File: config.mk
export PLATFORM = sky130hd
export DESIGN_NAME = rf_tx_framer
export DESIGN_NICKNAME = d
export VERILOG_FILES = /design/src/rtl/rf_txf_pkg.sv /design/src/rtl/rf_txf_checkpoint.sv /design/src/rtl/rf_txf_datapath.sv /design/src/rtl/rf_txf_ctrl.sv /design/src/rtl/rf_tx_framer.sv
export SDC_FILE = /design/constraint.sdc
export NUM_CORES = 1
export LEC_CHECK = 0
export CAP_MARGIN = 10
export CORE_MARGIN = 2
export CORE_UTILIZATION = 50
export CTS_CLUSTER_DIAMETER = 30
export DETAILED_ROUTE_END_ITERATION = 10
export MAX_ROUTING_LAYER = met4
export PLACE_DENSITY = 0.84
export SYNTH_ARGS = -nofsm -noshare
export SYNTH_HDL_FRONTEND = slang
export SYNTH_SLANG_ARGS = --single-unit
export TNS_END_PERCENT = 1
File: constraint.sdc
create_clock -name clk -period 3.4 [get_ports clk]
set_input_delay 0.68 -clock clk [delete_from_list [all_inputs] [get_ports clk]]
set_output_delay 0.68 -clock clk [all_outputs]
set_load 0.1 [all_outputs]
File: src/rtl/rf_txf_pkg.sv
package rf_txf_pkg;

  typedef enum logic [2:0] {
    TXF_IDLE,
    TXF_SOF,
    TXF_DATA,
    TXF_PAR,
    TXF_EOF
  } txf_state_e;

endpackage

File: src/rtl/rf_txf_checkpoint.sv
// Decides whether the current symbol position is where the FIFO is polled.
module rf_txf_checkpoint #(
  parameter  int DATA_W = 8,
  localparam int IDX_W  = $clog2(DATA_W)
) (
  input  logic             par_en,
  input  logic [IDX_W-1:0] last_bits,
  input  logic [IDX_W-1:0] bit_idx,
  input  logic             in_par,
  output logic             at_check,
  output logic             byte_end
);

  logic trunc;

  always_comb begin
    trunc    = (last_bits != '0);
    byte_end = (bit_idx == IDX_W'(DATA_W - 1));
    if (in_par)
      at_check = par_en && !trunc;
    else if (trunc)
      at_check = (bit_idx == last_bits - IDX_W'(1));
    else
      at_check = !par_en && byte_end;
  end

endmodule

File: src/rtl/rf_txf_datapath.sv
// Holds the byte being shifted out and the byte already taken for later.
module rf_txf_datapath #(
  parameter  int DATA_W = 8,
  localparam int IDX_W  = $clog2(DATA_W)
) (
  input  logic              clk,
  input  logic              rst,
  input  logic [DATA_W-1:0] fifo_data,
  input  logic              ld_cur_fifo,
  input  logic              ld_cur_hold,
  input  logic              ld_hold_fifo,
  input  logic [IDX_W-1:0]  bit_idx,
  output logic              cur_bit,
  output logic              par_bit
);

  logic [DATA_W-1:0] cur_q;
  logic [DATA_W-1:0] hold_q;

  always_ff @(posedge clk) begin
    if (rst) begin
      cur_q  <= '0;
      hold_q <= '0;
    end else begin
      if (ld_cur_fifo)
        cur_q <= fifo_data;
      else if (ld_cur_hold)
        cur_q <= hold_q;
      if (ld_hold_fifo)
        hold_q <= fifo_data;
    end
  end

  assign cur_bit = cur_q[bit_idx];
  assign par_bit = ~(^cur_q);

endmodule

File: src/rtl/rf_txf_ctrl.sv
// Frame sequencer: start acceptance, symbol emission, FIFO polling and close.
module rf_txf_ctrl
  import rf_txf_pkg::*;
#(
  parameter  int DATA_W = 8,
  localparam int IDX_W  = $clog2(DATA_W)
) (
  input  logic             clk,
  input  logic             rst,
  input  logic             start,
  input  logic             bit_tick,
  input  logic             fifo_empty,
  input  logic             cfg_parity_en,
  input  logic [IDX_W-1:0] cfg_last_bits,
  input  logic             cfg_sof_en,
  input  logic             cfg_eof_en,
  input  logic             cur_bit,
  input  logic             par_bit,
  input  logic             at_check,
  input  logic             byte_end,
  output logic             in_par,
  output logic             par_q,
  output logic [IDX_W-1:0] lb_q,
  output logic [IDX_W-1:0] bit_idx,
  output logic             ld_cur_fifo,
  output logic             ld_cur_hold,
  output logic             ld_hold_fifo,
  output logic             fifo_rd,
  output logic             tx_bit,
  output logic             tx_valid,
  output logic             tx_mark,
  output logic             busy,
  output logic             done
);

  txf_state_e state;
  logic       sof_q, eof_q;
  logic       accept, close, enter_par, pop;

  assign in_par = (state == TXF_PAR);

  always_comb begin
    accept       = 1'b0;
    close        = 1'b0;
    enter_par    = 1'b0;
    pop          = 1'b0;
    ld_cur_fifo  = 1'b0;
    ld_cur_hold  = 1'b0;
    ld_hold_fifo = 1'b0;
    case (state)
      TXF_IDLE: if (start && !fifo_empty) begin
        accept      = 1'b1;
        ld_cur_fifo = 1'b1;
        pop         = 1'b1;
      end
      TXF_DATA: if (bit_tick) begin
        if (at_check && fifo_empty)
          close = 1'b1;
        else if (at_check && byte_end) begin
          ld_cur_fifo = 1'b1;
          pop         = 1'b1;
        end else if (at_check) begin
          ld_hold_fifo = 1'b1;
          pop          = 1'b1;
        end else if (byte_end && par_q)
          enter_par = 1'b1;
        else if (byte_end)
          ld_cur_hold = 1'b1;
      end
      TXF_PAR: if (bit_tick) begin
        if (at_check && fifo_empty)
          close = 1'b1;
        else if (at_check) begin
          ld_cur_fifo = 1'b1;
          pop         = 1'b1;
        end else
          ld_cur_hold = 1'b1;
      end
      default: ;
    endcase
  end

  always_ff @(posedge clk) begin
    if (rst) begin
      state    <= TXF_IDLE;
      bit_idx  <= '0;
      par_q    <= 1'b0;
      lb_q     <= '0;
      sof_q    <= 1'b0;
      eof_q    <= 1'b0;
      fifo_rd  <= 1'b0;
      tx_bit   <= 1'b0;
      tx_valid <= 1'b0;
      tx_mark  <= 1'b0;
      busy     <= 1'b0;
      done     <= 1'b0;
    end else begin
      fifo_rd  <= pop;
      tx_valid <= 1'b0;
      tx_mark  <= 1'b0;
      done     <= 1'b0;
      case (state)
        TXF_IDLE: if (accept) begin
          busy    <= 1'b1;
          bit_idx <= '0;
          par_q   <= cfg_parity_en;
          lb_q    <= cfg_last_bits;
          sof_q   <= cfg_sof_en;
          eof_q   <= cfg_eof_en;
          state   <= cfg_sof_en ? TXF_SOF : TXF_DATA;
        end
        TXF_SOF: if (bit_tick) begin
          tx_valid <= 1'b1;
          tx_mark  <= 1'b1;
          tx_bit   <= 1'b0;
          state    <= TXF_DATA;
        end
        TXF_DATA: if (bit_tick) begin
          tx_valid <= 1'b1;
          tx_bit   <= cur_bit;
          if (close) begin
            if (eof_q)
              state <= TXF_EOF;
            else begin
              done  <= 1'b1;
              busy  <= 1'b0;
              state <= TXF_IDLE;
            end
          end else if (enter_par)
            state <= TXF_PAR;
          else
            bit_idx <= byte_end ? '0 : bit_idx + IDX_W'(1);
        end
        TXF_PAR: if (bit_tick) begin
          tx_valid <= 1'b1;
          tx_bit   <= par_bit;
          if (close) begin
            if (eof_q)
              state <= TXF_EOF;
            else begin
              done  <= 1'b1;
              busy  <= 1'b0;
              state <= TXF_IDLE;
            end
          end else begin
            bit_idx <= '0;
            state   <= TXF_DATA;
          end
        end
        TXF_EOF: if (bit_tick) begin
          tx_valid <= 1'b1;
          tx_mark  <= 1'b1;
          tx_bit   <= 1'b1;
          done     <= 1'b1;
          busy     <= 1'b0;
          state    <= TXF_IDLE;
        end
        default: state <= TXF_IDLE;
      endcase
      if (state == TXF_IDLE && !accept)
        sof_q <= sof_q;
    end
  end

endmodule

File: src/rtl/rf_tx_framer.sv
module rf_tx_framer #(
  parameter  int DATA_W = 8,
  localparam int IDX_W  = $clog2(DATA_W)
) (
  input  logic              clk,
  input  logic              rst,
  input  logic              start,
  input  logic              bit_tick,
  input  logic              fifo_empty,
  input  logic [DATA_W-1:0] fifo_data,
  output logic              fifo_rd,
  input  logic              cfg_parity_en,
  input  logic [IDX_W-1:0]  cfg_last_bits,
  input  logic              cfg_sof_en,
  input  logic              cfg_eof_en,
  output logic              tx_bit,
  output logic              tx_valid,
  output logic              tx_mark,
  output logic              busy,
  output logic              done
);

  logic             cur_bit, par_bit, at_check, byte_end, in_par, par_q;
  logic [IDX_W-1:0] lb_q, bit_idx;
  logic             ld_cur_fifo, ld_cur_hold, ld_hold_fifo;

  rf_txf_ctrl #(.DATA_W(DATA_W)) u_ctrl (
    .clk          (clk),
    .rst          (rst),
    .start        (start),
    .bit_tick     (bit_tick),
    .fifo_empty   (fifo_empty),
    .cfg_parity_en(cfg_parity_en),
    .cfg_last_bits(cfg_last_bits),
    .cfg_sof_en   (cfg_sof_en),
    .cfg_eof_en   (cfg_eof_en),
    .cur_bit      (cur_bit),
    .par_bit      (par_bit),
    .at_check     (at_check),
    .byte_end     (byte_end),
    .in_par       (in_par),
    .par_q        (par_q),
    .lb_q         (lb_q),
    .bit_idx      (bit_idx),
    .ld_cur_fifo  (ld_cur_fifo),
    .ld_cur_hold  (ld_cur_hold),
    .ld_hold_fifo (ld_hold_fifo),
    .fifo_rd      (fifo_rd),
    .tx_bit       (tx_bit),
    .tx_valid     (tx_valid),
    .tx_mark      (tx_mark),
    .busy         (busy),
    .done         (done)
  );

  rf_txf_checkpoint #(.DATA_W(DATA_W)) u_chkpt (
    .par_en   (par_q),
    .last_bits(lb_q),
    .bit_idx  (bit_idx),
    .in_par   (in_par),
    .at_check (at_check),
    .byte_end (byte_end)
  );

  rf_txf_datapath #(.DATA_W(DATA_W)) u_dp (
    .clk         (clk),
    .rst         (rst),
    .fifo_data   (fifo_data),
    .ld_cur_fifo (ld_cur_fifo),
    .ld_cur_hold (ld_cur_hold),
    .ld_hold_fifo(ld_hold_fifo),
    .bit_idx     (bit_idx),
    .cur_bit     (cur_bit),
    .par_bit     (par_bit)
  );

endmodule

# Word level (Yosys, flattened, before mapping)
# Index checks and enable logic that the tools add are counted.
# W data, S select, Z words.
[totals]
regBits = 33
input_bits = 19
[classes]
addsub = 2
n_lt_le_gt_ge = 1
eq_ne = 18
mux = 76
bitwise_logic = 3
n_reduce_logical = 26
[ops]
columns = ["operator", "n"]
rows = [
  ["$mux W1", 48],
  ["$mux W3", 16],
  ["$mux W8", 2],
  ["$ne A2 B2 Y1 const B", 8],
  ["$pmux W3 S5", 1],
  ["$reduce_and A6 Y1", 2],
  ["$pmux W1 S3", 3],
  ["$pmux W3 S3", 1],
  ["$reduce_bool A3 Y1", 3],
  ["$reduce_or A2 Y1", 4],
  ["$reduce_xor A8 Y1", 1],
  ["$reduce_and A7 Y1", 1],
  ["$eq A3 B2 Y1 const B", 2],
  ["$eq A3 B3 Y1 const B", 2],
  ["$logic_and A1 B1 Y1", 6],
  ["$ne A2 B1 Y1 const B", 3],
  ["$reduce_and A5 Y1", 1],
  ["$lt A3 B4 Y1 const B", 1],
  ["$pmux W1 S2", 2],
  ["$pmux W1 S4", 1],
  ["$reduce_bool A4 Y1", 1],
  ["$reduce_or A4 Y1", 1],
  ["$add A3 B1 Y3 const B", 1],
  ["$bmux W1 S3", 1],
  ["10 further kinds", 14],
]

# Longest topological paths before layout
# Gate-level depths: netlist of the first run.
[logic_depth]
depth_word = 13
ltp_mapped = 9
ltp_nobuf = 8

# Cells and area by module
# Synthesis of the first run repeated with hierarchy kept, for this count alone.
[hier_totals]
hier_cells = 191
area_unflattened_um2 = 1764.2
[by_module_without_submodules]
columns = ["module", "instances", "cells_each", "area_per_inst_um2", "seq_area_each_um2"]
rows = [
  ["rf_txf_ctrl", 1, 105, 875.8, 340.3],
  ["rf_txf_datapath", 1, 71, 778.2, 320.3],
  ["rf_txf_checkpoint", 1, 15, 110.1, 0.0],
]

# Least setup slack after synthesis of the first run
# OpenSTA, ideal clock, no wires.
[synth_path]
path_kind = "reg-to-reg"
start = "register u_ctrl.lb_q[0]"
end = "register u_dp.hold_q[0]"
arrival_ns = 2.005
path_slack_ns = 1.270
path_stages_with_launch = 9
n_path_buf = 0
synth_period_minus_slack_ns = 2.130
cell_sequence = "dfxtp_1 inv_1 ha_1 xor3_2 nor4_4 a21oi_1 nor3_4 mux2i_1 nor2_1"
[synth_via]
elab_chain_len = 9
[synth_rtl]
columns = ["item", "line", "source"]
rows = [
  ["start: declaration", "rf_txf_ctrl.sv:23", "output logic [IDX_W-1:0] lb_q,"],
  ["start signal: assignment", "rf_txf_ctrl.sv:107", "lb_q <= cfg_last_bits;"],
  ["$sub A3 B1 Y3 or $reduce_bool A3 Y1 (tied branches)", "rf_txf_checkpoint.sv:22, rf_txf_checkpoint.sv:17", ""],
  ["$eq A3 B3 Y1 or $logic_not A1 Y1 (tied branches)", "rf_txf_checkpoint.sv:22, rf_txf_checkpoint.sv:20", ""],
  ["$mux W1 or $logic_and A1 B1 Y1 (tied branches)", "rf_txf_checkpoint.sv:21, rf_txf_checkpoint.sv:20", ""],
  ["$mux W1 *", "rf_txf_checkpoint.sv:19", "if (in_par)"],
  ["$mux W1 or $logic_and A1 B1 Y1 (tied branches)", "rf_txf_ctrl.sv:62, rf_txf_ctrl.sv:59", ""],
  ["$mux W1", "rf_txf_ctrl.sv:59", "else if (at_check && byte_end) begin"],
  ["$mux W1 *", "rf_txf_ctrl.sv:57", "if (at_check && fifo_empty)"],
  ["$mux W1 *", "rf_txf_ctrl.sv:56", "TXF_DATA: if (bit_tick) begin"],
  ["$mux W1 *", "rf_txf_ctrl.sv:50", "case (state)"],
  ["end signal: assignment", "rf_txf_datapath.sv:30", "hold_q <= fifo_data;"],
  ["end: declaration", "rf_txf_datapath.sv:18", "logic [DATA_W-1:0] hold_q;"],
]
# Every way passes the cells marked *; elsewhere a longest branch is shown, timed or not.
# A chain may end at the register's enable or synchronous reset.

# Final worst setup path of the first run
[layout_path]
start = "register u_ctrl.tx_bit"
end = "output port tx_bit"
[layout_lines]
columns = ["item", "line", "source"]
rows = [
  ["start: declaration", "rf_txf_ctrl.sv:29", "output logic tx_bit,"],
  ["start signal: assignment", "rf_txf_ctrl.sv:120", "tx_bit <= cur_bit;"],
  ["start signal: assignment", "rf_txf_ctrl.sv:136", "tx_bit <= par_bit;"],
  ["end: declaration", "rf_tx_framer.sv:16", "output logic tx_bit,"],
]
# No word-level cell between the ends.

==> metrics, run 1 <==
cts repair resizes=0; crit path time final=2480 ps; H-tree levels=2; Syn. warnings=0; leakage=0.782 nW; DIE AREA=4200 µm²; Filler cells=321; CP endpoint kind=output port; Buf+Inv Stages, Crit Path=1; Placed Instances=265; fmax=403 MHz; Crit path max-delay family=buffers and inverters; vias in the first global route=1379; Reg area=661 µm²; unrepaired setup endpoints after global routing=false; Initial Util=51.2%; Clock Skews=8.00 ps; DRT antenna net count=0; max-cap violations=0; drt first-iter violations=109; FF+latch count, synth=33; power per cell area=641 nW/µm²; combined area of the multi-input logic cells=1100 µm²; fraction of registers with async set/reset=0%; DR vias=1481; EDFF count, synth=0; CTS Buffer Depth=2; # port buffers=24; Layout Nets=247; vias per inst=5.42; Yosys cell types=43; Cells after Synth=199; Total GRT Usage=19.5%; die extent in y=64.8 µm; number of hold buffers added after CTS=0; worst-margin pin slew=967 ps; placed inst area=2110 µm²; critical path class=flop to output port; Final GP Congestion=0.880; row count=22; Syn Nets=222; drt first pass iters=4; TritonCTS buffer count=5; Worst setup SP type=flop; synthesized area=1850 µm²; Area Overhead vs Synth=21.3%; routed wire length=3680 µm; die width=64.8 µm; Reg2Reg Setup Slack=960 ps; share of cells above drive strength 1=9.78%; sequence of cells on the critical path=clkdlybuf4s50_1; IO Pins=25; Tot Pwr=1.44 mW; first-pass GRT wire length=6130 µm; outcome=completed; Fin. Hold Viols=0; wire length per cell=13.5 µm; Worst path max stage delay=1150 ps; non-filler instance count after layout=273; slew margin rel.=35.3%; Clk Latency, worst-skew pair=290 ps; Pins Over Slew Limit=0; Root Buffer=clkbuf_8; Crit-path slowest cell=clkdlybuf4s50_1; initial antenna violation count=0; sequential area share after synthesis=35.8%; Remaining DRCs=0; Final setup viols=0; CTS clk-pin slew, worst paths=70 ps; IR Drop Worst-Case VDD=0.000358 V; Critical Path AT=1800 ps; commonest register cell after synthesis=dfxtp_1; grt total ovfl=0; worst min-delay path category=flop to flop; # diodes=0; final period utilization=73.0%; largest net degree at the start of global routing=20; commonest non-fill, non-tap cell in the layout=dfxtp_1; Max Fanout on Critical Path=3; TritonCTS clock tree=yes; DP Wirelength=2690 µm; buffer count from post-CTS setup fixing=0; setup_tns=0 ps; Critical Path RT=2720 ps; average size of a mapped cell=9.28 µm²; hold_ws=502 ps; clk sinks=33; post-route cell area=2240 µm²; most frequent cells in the layout=33 x dfxtp_1, 29 x nor2_1, 26 x mux2i_1, 23 x clkdlybuf4s50_1, 11 x xnor2_1; Core ar.=3610 µm²
per-layer routing:
metal | routed length [µm] | GRT usage, % | vias to the layer above
met2 | 1740 | 31.8 | 30
met1 | 1750 | 23.0 | 688
met4 | 57 | 7.98 | 0
met5 | 0 | - | -
met3 | 132 | 4.69 | 7
li1 | - | - | 756
path summary, 6_finish.rpt:
path,depth (start not counted),to,startpoint
min reg2reg,2,u_ctrl.lb_q[1]$_SDFFE_PP0P_,u_ctrl.lb_q[1]$_SDFFE_PP0P_
max,1,tx_bit,u_ctrl.tx_bit$_SDFFE_PP0P_
max reg2reg,6,u_dp.hold_q[6]$_SDFFE_PP0P_,u_ctrl.state[2]$_SDFFE_PP0P_
min,2,u_ctrl.lb_q[1]$_SDFFE_PP0P_,u_ctrl.lb_q[1]$_SDFFE_PP0P_
kinds of logic (layout without fill, tap and decap cells):
family,after synthesis,count (layout),share of synthesized area [%]
buf+inv,14,40,4.47
mux,28,28,16.5
compound gates,33,33,11.4
flops,33,33,35.8
simple gates,75,75,22.5
xor+xnor,12,12,6.57
fa+ha+maj,4,4,2.71
through the flow:
step                      setup WS [ps]  util, %
after CTS                           915     62.1
after global routing                808     62.1
after floorplan                    1270        -
final                               919     62.1
after global placement              887     58.4
after detailed placement            849     58.4
power by group:
group | internal [mW] | switching [mW] | total [mW]
registers | 0.435 | 0.0647 | 0.500
logic | 0.208 | 0.286 | 0.495
clock network | 0.291 | 0.150 | 0.441
sequential cells by signal, indices dropped and copies added (netlist names):
signal / flops
u_dp.cur_q: 8
u_dp.hold_q: 8
u_ctrl.bit_idx: 3
u_ctrl.lb_q: 3
u_ctrl.state: 3
u_ctrl.busy: 1
u_ctrl.done: 1
u_ctrl.eof_q: 1
u_ctrl.fifo_rd: 1
u_ctrl.par_q: 1
u_ctrl.tx_bit: 1
u_ctrl.tx_mark: 1
u_ctrl.tx_valid: 1
synth_stat cells, types with 2 or more instances:
cell type / count / area [µm²]
a211oi_1: 8 / 60.1
a21o_1: 2 / 15.0
a21oi_1: 10 / 50.1
a31oi_1: 2 / 12.5
buf_6: 2 / 22.5
clkbuf_1: 4 / 15.0
dfxtp_1: 33 / 661
dlygate4sd1_1: 2 / 17.5
ha_1: 4 / 50.1
inv_1: 4 / 15.0
mux2i_1: 26 / 260
mux4_2: 2 / 45.0
nand2_1: 7 / 26.3
nand2b_1: 7 / 43.8
nand3_1: 4 / 20.0
nand3b_1: 3 / 22.5
nand4_1: 2 / 12.5
nor2_1: 29 / 109
nor2b_1: 2 / 12.5
nor3_1: 5 / 25.0
nor3_2: 2 / 20.0
o211ai_1: 2 / 15.0
o21ai_0: 5 / 25.0
or2_2: 2 / 12.5
or3_1: 2 / 12.5
xnor2_1: 11 / 96.3
area by class of cell:
type | instances | share of cell area (%)
sequential | 33 | 29.5
inverter | 4 | 0.670
timing repair buffer | 28 | 11.9
tap | 48 | 2.68
clock buffer | 5 | 3.07
multi-input combinational | 152 | 49.2
clock inverter | 3 | 2.90
Note: power is estimated with default switching activity, not from simulation.
==> run 2, diff against run 1 <==
- clock period: 3.4 -> 2.6 ns (I/O delays scaled with it)
==> run 2 against run 1 <==
- non-clock buffer count rose by 11
- via count rose by 5.0%
- critical path depth rose by 7
- worst hold slack got worse by 5.4 ps
- first-iteration DRC count rose by 68%
- total power rose by 29%
- sequential share of layout area fell by 0.72 points
- global-route usage rose by 2.1 points
- combinational power rose by 45%
- largest cell class unchanged
==> metrics, run 2 (synthesis results as in run 1) <==
wire length per cell=13.7 µm; reg2reg start=u_ctrl.lb_q[0]$_SDFFE_PP0P_; Worst setup SP type=flop; vias per inst=5.48; Final GP Congestion=0.923; fmax=431 MHz; Critical Path AT=2520 ps; power per cell area=803 nW/µm²; IO Pins=25; Final setup viols=0; Tot Pwr=1.85 mW; IR Drop Worst-Case VDD=0.000469 V; Reg area=661 µm²; worst min-delay path category=flop to flop; leakage=0.838 nW; Filler cells=296; Reg2Reg Setup Slack=280 ps; Clk Latency, worst-skew pair=290 ps; outcome=completed; DP Wirelength=2860 µm; CTS Buffer Depth=2; critical path class=flop to flop; drt first pass iters=4; DR vias=1555; Root Buffer=clkbuf_8; # diodes=0; crit path from=u_ctrl.lb_q[0]$_SDFFE_PP0P_; Max Fanout on Critical Path=16; TritonCTS clock tree=yes; Initial Util=51.2%; CP endpoint kind=flop; crit path time final=2320 ps; CTS clk-pin slew, worst paths=70 ps; largest net degree at the start of global routing=20; H-tree levels=2; Remaining DRCs=0; register share of total power=33.4%; unrepaired setup endpoints after global routing=false; row count=22; crit path to=u_dp.cur_q[1]$_SDFFE_PP0P_; most frequent cells in the layout=33 x dfxtp_1, 29 x nor2_1, 26 x mux2i_1, 21 x buf_4, 18 x clkdlybuf4s50_1; combined area of the multi-input logic cells=1110 µm²; Area Overhead vs Synth=24.4%; DRT antenna net count=0; hold_ws=496 ps; slew margin rel.=56.1%; commonest non-fill, non-tap cell in the layout=dfxtp_1; Total GRT Usage=21.6%; worst-margin pin slew=659 ps; routed wire length=3890 µm; top flop regs=u_dp.cur_q (8), u_dp.hold_q (8); Pins Over Slew Limit=0; initial antenna violation count=0; vias in the first global route=1535; DIE AREA=4200 µm²; number of hold buffers added after CTS=0; Gate power share=38.9%; share of cells above drive strength 1=16.1%; grt total ovfl=0; die width=64.8 µm; Fin. Hold Viols=0; Critical Path RT=2800 ps; clock share of power=27.7%; max-cap violations=0; Core ar.=3610 µm²; R2R cell count=8; reg-to-reg endpoint=u_dp.cur_q[1]$_SDFFE_PP0P_; # port buffers=24; Clock Skews=3.98 ps; TritonCTS buffer count=5; clk sinks=33; final period utilization=89.3%; Layout Nets=258; die extent in y=64.8 µm; drt first-iter violations=183; setup_tns=0 ps; Switching Fraction=36.3%; first-pass GRT wire length=6800 µm; Pint=1.18 mW; NetSw=0.670 mW
-- run 2: what timing repair did --
action                                  in CTS  in global routing
endpoints found under the setup margin       6                  0
setup buffers                                0                  0
resized for setup                            1                  0
-- run 2: worst min path at each step --
stage | cells past startpoint | from | slack (ps) | to
floorplan | 2 | u_dp.hold_q[0]$_SDFFE_PP0P_ | 460 | u_dp.hold_q[0]$_SDFFE_PP0P_
global placement | 2 | u_dp.hold_q[5]$_SDFFE_PP0P_ | 470 | u_dp.hold_q[5]$_SDFFE_PP0P_
detailed placement | 2 | u_dp.hold_q[2]$_SDFFE_PP0P_ | 480 | u_dp.hold_q[2]$_SDFFE_PP0P_
CTS | 2 | u_dp.hold_q[2]$_SDFFE_PP0P_ | 500 | u_dp.hold_q[2]$_SDFFE_PP0P_
global route | 2 | u_dp.hold_q[3]$_SDFFE_PP0P_ | 520 | u_dp.hold_q[3]$_SDFFE_PP0P_
finish | 2 | u_ctrl.lb_q[1]$_SDFFE_PP0P_ | 500 | u_ctrl.lb_q[1]$_SDFFE_PP0P_
-- run 2: critical path, stage by stage (launching register included) --
cell	delay (ps)
dfxtp_1	360
inv_1	70
ha_1	300
xnor2_1	290
nor4_4	100
a21o_1	200
a21oi_2	540
nor2_1	100
a211oi_1	260
-- run 2: power by group through the flow --
stage	Combinational [mW]	Clock (mW)	Sequential, mW
floorplan	0.445	0	0.733
global placement	0.699	0	0.626
detailed placement	0.712	0	0.626
CTS	0.717	0.511	0.616
global route	0.788	0.541	0.625
finish	0.718	0.511	0.616
-- run 2: area by class of cell --
type | count | area share, %
sequential | 33 | 28.8
timing repair buffer | 39 | 14.7
inverter | 4 | 0.654
multi-input combinational | 152 | 48.2
tap | 48 | 2.61
clock buffer | 7 | 3.76
clock inverter | 1 | 1.31
-- run 2: per-stage QoR --
stage               util (%)  area, µm²  std cells  setup slack [ps]
floorplan                  -       1850        199               470
global placement        60.4       2180        276               141
detailed placement      60.4       2180        276              19.4
CTS                     63.7       2300        284               228
global route            63.7       2300        284              37.2
finish                  63.7       2300        284               277
-- run 2: layer usage --
layer	track usage (%)	routed length [µm]	vias up	share of wire, %
met3	4.17	184	12	4.7
met5	-	0	-	0
met1	25.2	1770	715	45
met4	10.9	102	0	2.6
met2	35.6	1830	45	47
li1	-	-	783	-
